File: src/rtl/nvbs_pkg.sv
package nvbs_pkg;

  localparam int GEN_W = 32;

  typedef struct packed {
    logic             ok;
    logic [GEN_W-1:0] gen;
  } bank_res_t;

  // end-around-carry reduction of a 16-bit total down to 8 bits
  function automatic logic [7:0] fold8(input logic [15:0] total);
    logic [15:0] t;
    t = total;
    for (int i = 0; i < 3; i++) begin
      if (t[15:8] != 8'h00) t = {8'h00, t[7:0]} + {8'h00, t[15:8]};
    end
    return t[7:0];
  endfunction

  // (a + b) mod m for a, b already below m
  function automatic logic [15:0] mod_add(input logic [15:0] a, input logic [15:0] b,
                                          input logic [16:0] m);
    logic [16:0] s;
    s = {1'b0, a} + {1'b0, b};
    if (s >= m) s = s - m;
    return s[15:0];
  endfunction

endpackage

File: src/rtl/nvbs_seq.sv
module nvbs_seq #(
  parameter int BANK_BYTES = 8192,
  localparam int OFF_W     = $clog2(BANK_BYTES),
  localparam int ADDR_W    = OFF_W + 1
) (
  input  logic              clk,
  input  logic              rst,
  input  logic              start,
  input  logic              fin,
  output logic              busy,
  output logic              rd_en,
  output logic [ADDR_W-1:0] rd_addr,
  output logic              byte_vld,
  output logic [OFF_W-1:0]  byte_off,
  output logic              eval,
  output logic              eval_bank
);

  localparam logic [OFF_W-1:0]  OFF_LAST  = OFF_W'(BANK_BYTES - 1);
  localparam logic [ADDR_W-1:0] ADDR_LAST = ADDR_W'(2 * BANK_BYTES - 1);

  logic              busy_q, rd_en_q, vld_q, eval_q, ebank_q;
  logic [ADDR_W-1:0] addr_q, baddr_q;

  always_ff @(posedge clk) begin
    if (rst) begin
      busy_q  <= 1'b0;
      rd_en_q <= 1'b0;
      addr_q  <= '0;
      vld_q   <= 1'b0;
      baddr_q <= '0;
      eval_q  <= 1'b0;
      ebank_q <= 1'b0;
    end else begin
      // request pipeline mirrors the one-cycle memory latency
      vld_q   <= rd_en_q;
      baddr_q <= addr_q;
      eval_q  <= vld_q && (baddr_q[OFF_W-1:0] == OFF_LAST);
      ebank_q <= baddr_q[OFF_W];
      if (!busy_q && start) begin
        busy_q  <= 1'b1;
        rd_en_q <= 1'b1;
        addr_q  <= '0;
      end else begin
        if (rd_en_q) begin
          if (addr_q == ADDR_LAST) rd_en_q <= 1'b0;
          else                     addr_q  <= addr_q + 1'b1;
        end
        if (fin) busy_q <= 1'b0;
      end
    end
  end

  assign busy      = busy_q;
  assign rd_en     = rd_en_q;
  assign rd_addr   = addr_q;
  assign byte_vld  = vld_q;
  assign byte_off  = baddr_q[OFF_W-1:0];
  assign eval      = eval_q;
  assign eval_bank = ebank_q;

endmodule

File: src/rtl/nvbs_hdr_chk.sv
module nvbs_hdr_chk
  import nvbs_pkg::*;
#(
  parameter int          OFF_W    = 13,
  parameter logic [7:0]  SIG_BYTE = 8'h5A,
  parameter int          CK_POS   = 1,
  parameter int          HDR_END  = 16,
  parameter int          SUM_POS  = 16,
  parameter int          GEN_POS  = 20
) (
  input  logic             clk,
  input  logic             rst,
  input  logic             byte_vld,
  input  logic [OFF_W-1:0] byte_off,
  input  logic [7:0]       byte_dat,
  output logic             hdr_ok,
  output logic [31:0]      stored_sum,
  output logic [GEN_W-1:0] gen
);

  localparam logic [OFF_W-1:0] CK_OFF   = OFF_W'(CK_POS);
  localparam logic [OFF_W-1:0] HDR_LO   = OFF_W'(CK_POS + 1);
  localparam logic [OFF_W-1:0] HDR_HI   = OFF_W'(HDR_END);
  localparam logic [OFF_W-1:0] SUM_LO   = OFF_W'(SUM_POS);
  localparam logic [OFF_W-1:0] SUM_HI   = OFF_W'(SUM_POS + 4);
  localparam logic [OFF_W-1:0] GEN_LO   = OFF_W'(GEN_POS);
  localparam logic [OFF_W-1:0] GEN_HI   = OFF_W'(GEN_POS + GEN_W / 8);

  logic [7:0]       sig_q, ck_q;
  logic [15:0]      hsum_q;
  logic [31:0]      stored_q;
  logic [GEN_W-1:0] gen_q;

  always_ff @(posedge clk) begin
    if (rst) begin
      sig_q    <= '0;
      ck_q     <= '0;
      hsum_q   <= '0;
      stored_q <= '0;
      gen_q    <= '0;
    end else if (byte_vld) begin
      if (byte_off == '0) begin
        sig_q  <= byte_dat;
        hsum_q <= {8'h00, byte_dat};
      end
      if (byte_off == CK_OFF) ck_q <= byte_dat;
      if (byte_off >= HDR_LO && byte_off < HDR_HI) hsum_q <= hsum_q + {8'h00, byte_dat};
      // multi-byte fields arrive most significant byte first
      if (byte_off >= SUM_LO && byte_off < SUM_HI) stored_q <= {stored_q[23:0], byte_dat};
      if (byte_off >= GEN_LO && byte_off < GEN_HI) gen_q <= {gen_q[GEN_W-9:0], byte_dat};
    end
  end

  assign hdr_ok     = (sig_q == SIG_BYTE) && (fold8(hsum_q) == ck_q);
  assign stored_sum = stored_q;
  assign gen        = gen_q;

endmodule

File: src/rtl/nvbs_long_sum.sv
module nvbs_long_sum
  import nvbs_pkg::*;
#(
  parameter int OFF_W      = 13,
  parameter int LONG_START = 20,
  parameter int MODULUS    = 65521
) (
  input  logic             clk,
  input  logic             rst,
  input  logic             byte_vld,
  input  logic [OFF_W-1:0] byte_off,
  input  logic [7:0]       byte_dat,
  output logic [31:0]      sum_out
);

  localparam logic [OFF_W-1:0] START_OFF = OFF_W'(LONG_START);
  localparam logic [16:0]      MOD_V     = 17'(MODULUS);

  logic [15:0] lo_q, hi_q;
  logic [15:0] lo_n, hi_n;

  always_comb begin
    lo_n = mod_add(lo_q, {8'h00, byte_dat}, MOD_V);
    hi_n = mod_add(hi_q, lo_n, MOD_V);
  end

  always_ff @(posedge clk) begin
    if (rst) begin
      lo_q <= 16'd1;
      hi_q <= 16'd0;
    end else if (byte_vld) begin
      if (byte_off == '0) begin
        // every image restarts the accumulators
        lo_q <= 16'd1;
        hi_q <= 16'd0;
      end else if (byte_off >= START_OFF) begin
        lo_q <= lo_n;
        hi_q <= hi_n;
      end
    end
  end

  assign sum_out = {hi_q, lo_q};

endmodule

File: src/rtl/nvbs_pick.sv
module nvbs_pick
  import nvbs_pkg::*;
(
  input  logic             clk,
  input  logic             rst,
  input  logic             eval,
  input  logic             eval_bank,
  input  logic             hdr_ok,
  input  logic [31:0]      stored_sum,
  input  logic [31:0]      long_sum,
  input  logic [GEN_W-1:0] gen,
  output logic             fin,
  output logic             done,
  output logic             active_bank,
  output bank_res_t        res0,
  output bank_res_t        res1
);

  localparam int NUM_BANKS = 2;

  bank_res_t res_q [NUM_BANKS];
  bank_res_t res_n;
  logic      fin_q, done_q, act_q;

  always_comb begin
    res_n.ok  = hdr_ok && (stored_sum == long_sum);
    res_n.gen = res_n.ok ? gen : '0;
  end

  for (genvar b = 0; b < NUM_BANKS; b++) begin : g_bank
    always_ff @(posedge clk) begin
      if (rst)                                res_q[b] <= '0;
      else if (eval && (eval_bank == b[0]))   res_q[b] <= res_n;
    end
  end

  always_ff @(posedge clk) begin
    if (rst) begin
      fin_q  <= 1'b0;
      done_q <= 1'b0;
      act_q  <= 1'b0;
    end else begin
      fin_q  <= eval && eval_bank;
      done_q <= fin_q;
      if (fin_q) act_q <= (res_q[0].gen < res_q[1].gen);
    end
  end

  assign fin         = fin_q;
  assign done        = done_q;
  assign active_bank = act_q;
  assign res0        = res_q[0];
  assign res1        = res_q[1];

endmodule

File: src/rtl/nvbank_select.sv
module nvbank_select
  import nvbs_pkg::*;
#(
  parameter int         BANK_BYTES = 8192,
  parameter logic [7:0] SIG_BYTE   = 8'h5A,
  parameter int         MODULUS    = 65521,
  localparam int        OFF_W      = $clog2(BANK_BYTES),
  localparam int        ADDR_W     = OFF_W + 1
) (
  input  logic              clk,
  input  logic              rst,
  input  logic              start,
  output logic              busy,
  output logic              done,
  output logic              rd_en,
  output logic [ADDR_W-1:0] rd_addr,
  input  logic [7:0]        rd_data,
  output logic              bank0_ok,
  output logic              bank1_ok,
  output logic [31:0]       bank0_gen,
  output logic [31:0]       bank1_gen,
  output logic              active_bank
);

  localparam int CK_POS   = 1;
  localparam int HDR_END  = 16;
  localparam int SUM_POS  = HDR_END;
  localparam int GEN_POS  = SUM_POS + 4;

  logic             fin, byte_vld, eval, eval_bank, hdr_ok;
  logic [OFF_W-1:0] byte_off;
  logic [31:0]      stored_sum, long_sum;
  logic [GEN_W-1:0] gen;
  bank_res_t        res0, res1;

  nvbs_seq #(.BANK_BYTES(BANK_BYTES)) u_seq (
    .clk(clk), .rst(rst), .start(start), .fin(fin), .busy(busy),
    .rd_en(rd_en), .rd_addr(rd_addr), .byte_vld(byte_vld), .byte_off(byte_off),
    .eval(eval), .eval_bank(eval_bank)
  );

  nvbs_hdr_chk #(
    .OFF_W(OFF_W), .SIG_BYTE(SIG_BYTE), .CK_POS(CK_POS),
    .HDR_END(HDR_END), .SUM_POS(SUM_POS), .GEN_POS(GEN_POS)
  ) u_hdr (
    .clk(clk), .rst(rst), .byte_vld(byte_vld), .byte_off(byte_off), .byte_dat(rd_data),
    .hdr_ok(hdr_ok), .stored_sum(stored_sum), .gen(gen)
  );

  // the running checksum begins where the generation field begins
  nvbs_long_sum #(.OFF_W(OFF_W), .LONG_START(GEN_POS), .MODULUS(MODULUS)) u_long (
    .clk(clk), .rst(rst), .byte_vld(byte_vld), .byte_off(byte_off), .byte_dat(rd_data),
    .sum_out(long_sum)
  );

  nvbs_pick u_pick (
    .clk(clk), .rst(rst), .eval(eval), .eval_bank(eval_bank), .hdr_ok(hdr_ok),
    .stored_sum(stored_sum), .long_sum(long_sum), .gen(gen), .fin(fin), .done(done),
    .active_bank(active_bank), .res0(res0), .res1(res1)
  );

  assign bank0_ok  = res0.ok;
  assign bank1_ok  = res1.ok;
  assign bank0_gen = res0.gen;
  assign bank1_gen = res1.gen;

endmodule

File: config.mk
export PLATFORM = sky130hd
export DESIGN_NAME = nvbank_select
export DESIGN_NICKNAME = d
export VERILOG_FILES = /design/src/rtl/nvbs_pkg.sv /design/src/rtl/nvbs_seq.sv /design/src/rtl/nvbs_hdr_chk.sv /design/src/rtl/nvbs_long_sum.sv /design/src/rtl/nvbs_pick.sv /design/src/rtl/nvbank_select.sv
export SDC_FILE = /design/constraint.sdc
export NUM_CORES = 1
export LEC_CHECK = 0
export ABC_AREA = 1
export ABC_CLOCK_PERIOD_IN_PS = 6700
export BUFFER_PORTS_ARGS = -buffer_cell sky130_fd_sc_hd__buf_2
export CORE_MARGIN = 5
export CORE_UTILIZATION = 50
export DETAILED_ROUTE_END_ITERATION = 7
export GPL_TIMING_DRIVEN = 0
export PLACE_DENSITY = 0.68
export SYNTH_ARGS = -nofsm -noshare
export SYNTH_HDL_FRONTEND = slang
export SYNTH_HIERARCHICAL = 1
export SYNTH_SLANG_ARGS = --single-unit
File: constraint.sdc
create_clock -name clk -period 6.7 [get_ports clk]
set_input_delay 1.005 -clock clk [delete_from_list [all_inputs] [get_ports clk]]
set_output_delay 1.005 -clock clk [all_outputs]
set_load 0.02 [all_outputs]
==> results.md <==
* Seq/Total Area, Yosys at 34.5%
* DP Area at 0.0163 mm²
* Via count at 14,400
* Hold Path Depth at 2
* Final std cells w/o fill at 2,750
* Ranking of synthesized cells by area: dfxtp_1, edfxtp_1, nand2_1
* Largest family of logic cells by synthesized area: simple AND/OR/NAND/NOR gates
* Fillers at 2,939
* DR DRC count at 0
* Vias per Instance at roughly 5.2
* Post-synthesis adder-cell area fraction at 8.49%
* Switching share of power at 26.4%
* Crit Path Max Fanout at 10
* DRT Pass-1 Iters at 6
* Worst Hold Class: flop to flop
* Synth Area in Compound Gates at between 10% and 20%
* Startpoint types: flop
* GRT Total Usage at 22.9%
* Final period utilization at about nine tenths
* Final hold violations at 0
* Setup WS pre-CTS at 0.508 ns
* Post-synth top flop: dfxtp_1
* Slew @ Worst Pin at a little under 0.7 ns
* Min Tclk post-route at 6.10 ns
* CP top delay family: simple AND/OR/NAND/NOR gates
* Yosys top cell area share at around 22%
* Required time of the worst setup path at around 7.1 ns
* Kind of end point of the critical path: flop
* Routed Antenna Nets at 0
* Dpl cells at 2,702
* Leakage Power at 7.85 nW
* Ys Warns at 6
* EDFF count, synth at 66
* TritonCTS buffer count at 26
* Routability congestion estimate at 0.891
* Ys async rst share at 0%
* Flops & latches, synth at 230
* Crit path largest cell delay at 0.45 ns
* Critical path depth in cells at 38
* Mux share of post-synthesis cell area at 0%
* Die Y at 185 µm
* Worst-path clk slew at 0.06 ns
* Total Wirelength at 40,300 µm
* TritonCTS clock tree: built
* # rows at between 60 and 70
* Distinct cells, synth at 57
* Layout Skew at ~0.011 ns
* R2R cell count at 38
* Nets at 2,445
* First-pass GRT wire length at 64,700 µm
* Remaining global-route overflow at 0
* DP HPWL at 31,300 µm
* Commonest non-fill, non-tap cells in the layout: nand2_1, inv_1, nor2_1
* Psw at 0.000873 W
* PnR worst setup slack at 0.603 ns
* Number of I/O pins at 95
* Wire per inst at roughly 15 µm
* Pin count of the biggest net entering global routing at 29
* Post-synthesis simple-gate area fraction at 32.7%
* Antenna violations before repair at 0
* Syn Inst Count at 2,196
* Syn-to-layout area delta at 12.8%
* Initial core utilization at ~50%
* Dominant cell type by area after synthesis: dfxtp_1
* Share of cells above drive strength 1 at 11.9%
* Arrival time worst endpoint at 6.48 ns
* Hold buffer count at CTS at 0
* Xor-xnor portion of the synthesized cell area at 2.00%
* Power Density at 192 mW/mm²
* Vias in the first global route at 13,100
* Cell internal pwr at between 0.002 and 0.0025 W
* IO buf count at 94
* Post-CTS Resized at 0
* Worst path slowest cell: dfxtp_1
* Fmax at 0.164 GHz
* CP Buf/Inv Count at 6
* Setup TNS at 0 ns
* Outcome: finished clean
* Die W at approximately 180 µm
* Hold Slack at 0.414 ns
* VDD IR max at 0.000218 V
* Setup violators final at 0
* Final instance area at 0.0172 mm²
* Post-CTS Setup Inserts at 0
* Clk buf depth at 3
* Most common cell after layout, fill and taps aside: nand2_1
* Power share of the clock group at 44.2%
* Clock latency at the later pin of the worst-skew pair at 0.54 ns
* CP most frequent cell: nand2_1
* Clock sink total at 230
* Combinational share of power at 11.2%
* Post-Syn Area at 0.0153 mm²
* Number of diodes at 0
* RSZ-0062 raised after global routing: no
* Mapped Avg Cell Area at a little under 7 µm²
* Initial drt markers at between 900 and 1,000
* Root buf cell: clkbuf_16
* Worst setup path class: flop to flop
* Die area at ~0.034 mm²
* Max cap viols at 0
* Relative slew slack at a little over half
* H-tree level count at 1
* Seq pwr share at 44.6%
* Slew Limit Fails at 0
* Core area at 0.0303 mm²
[routing by layer]
| metal | share of wire, % | GRT usage, % | vias up | wire (µm) |
|---|---|---|---|---|
| met5 | 0 | 0 | - | 0 |
| met4 | 2.8 | 6.64 | 0 | 1120 |
| li1 | - | - | 7344 | - |
| met1 | 45 | 30.7 | 6576 | 18200 |
| met2 | 47 | 39.4 | 385 | 19000 |
| met3 | 5.1 | 2.31 | 64 | 2040 |
[through the flow]
step | power [W] | utilization (%)
floorplan | 0.00177 | -
global route | 0.00345 | 56.8
detailed placement | 0.00187 | 53.9
finish | 0.00331 | 56.8
CTS | 0.00333 | 56.8
global placement | 0.00186 | 53.7
[worst reg2reg max path: cells and delay by family, from the launching register on]
kind            cells  cell delay [ns]
simple gates       26             2.93
buf+inv             6             0.70
compound gates      1             0.28
fa+ha+maj           5             1.58
flops               1             0.45
[layout make-up]
class | count | area, µm² | area share (%)
Multi-Input combinational cell | 1566 | 8370 | 48.6
Sequential cell | 230 | 5270 | 30.6
Inverter | 349 | 1310 | 7.61
Clock buffer | 33 | 688 | 4.00
Timing Repair Buffer | 96 | 510 | 2.96
Tap cell | 396 | 495 | 2.88
Buffer | 65 | 400 | 2.32
Clock inverter | 15 | 190 | 1.10
[power by group through the flow]
stage,logic (W),registers (W),clock network [W]
after floorplan,0.000244,0.00152,0
after global placement,0.000355,0.00151,0
after detailed placement,0.000365,0.00151,0
after CTS,0.000367,0.00148,0.00149
after global routing,0.000415,0.00148,0.00155
final,0.000370,0.00148,0.00146
[state kept, by name, indices dropped and copies added (netlist names)]
name                cells
u_hdr/stored_sum       32
u_seq/rd_addr          14
u_seq/byte_vld          1
u_pick/fin              1
u_hdr/ck_q              8
u_pick/active_bank      1
u_pick/done             1
u_hdr/gen              32
u_pick/res_q           66
u_seq/baddr_q          14
u_long/hi_q            16
u_long/lo_q            16
u_hdr/sig_q             8
u_hdr/hsum_q           16
u_seq/eval              1
u_seq/rd_en             1
u_seq/busy              1
u_seq/eval_bank         1
[final timing paths]
| check | from | to | slack, ns |
|---|---|---|---|
| worst max-delay path | u_hdr/hsum_q[8] | u_pick/res_q[1][30] | 0.60 |
| worst min-delay path | u_seq/baddr_q[13] | u_seq/eval_bank | 0.41 |
| worst max register to register | u_hdr/hsum_q[8] | u_pick/res_q[1][30] | 0.60 |
| worst min register to register | u_seq/baddr_q[13] | u_seq/eval_bank | 0.41 |
[cells by family (layout without fill, tap and decap cells)]
logic type	Yosys count	count (layout)
adder cells (fa/ha/maj)	100	100
AO/OA/AOI/OAI	309	309
buffers and inverters	414	558
AND/OR/NAND/NOR	1107	1107
other	2	16
XOR/XNOR	34	34
flip-flops	230	230
[Yosys cell counts, types with 3 or more instances]
| cell type | instances |
|---|---|
| inv_2 | 17 |
| nand3b_1 | 16 |
| o22ai_1 | 5 |
| a21oi_2 | 4 |
| buf_4 | 16 |
| fa_1 | 6 |
| or2_1 | 7 |
| or2_2 | 8 |
| ha_1 | 94 |
| nor2_2 | 13 |
| edfxtp_1 | 66 |
| and2_1 | 8 |
| buf_2 | 8 |
| a21oi_1 | 159 |
| clkbuf_1 | 30 |
| nand2_2 | 24 |
| a21o_1 | 3 |
| nand3_2 | 11 |
| nor3_1 | 21 |
| nand2_4 | 3 |
| dfxtp_1 | 164 |
| nand3_1 | 156 |
| nand4_1 | 45 |
| nand2_1 | 516 |
| nor2_4 | 6 |
| o211ai_1 | 5 |
| a31oi_1 | 5 |
| xnor2_1 | 15 |
| xor2_1 | 18 |
| buf_6 | 10 |
| nor4_1 | 7 |
| a211oi_1 | 15 |
| nor2_1 | 252 |
| o21ai_0 | 100 |
| nand3_4 | 3 |
| inv_1 | 330 |
Note: power is estimated with default switching activity, not from simulation.
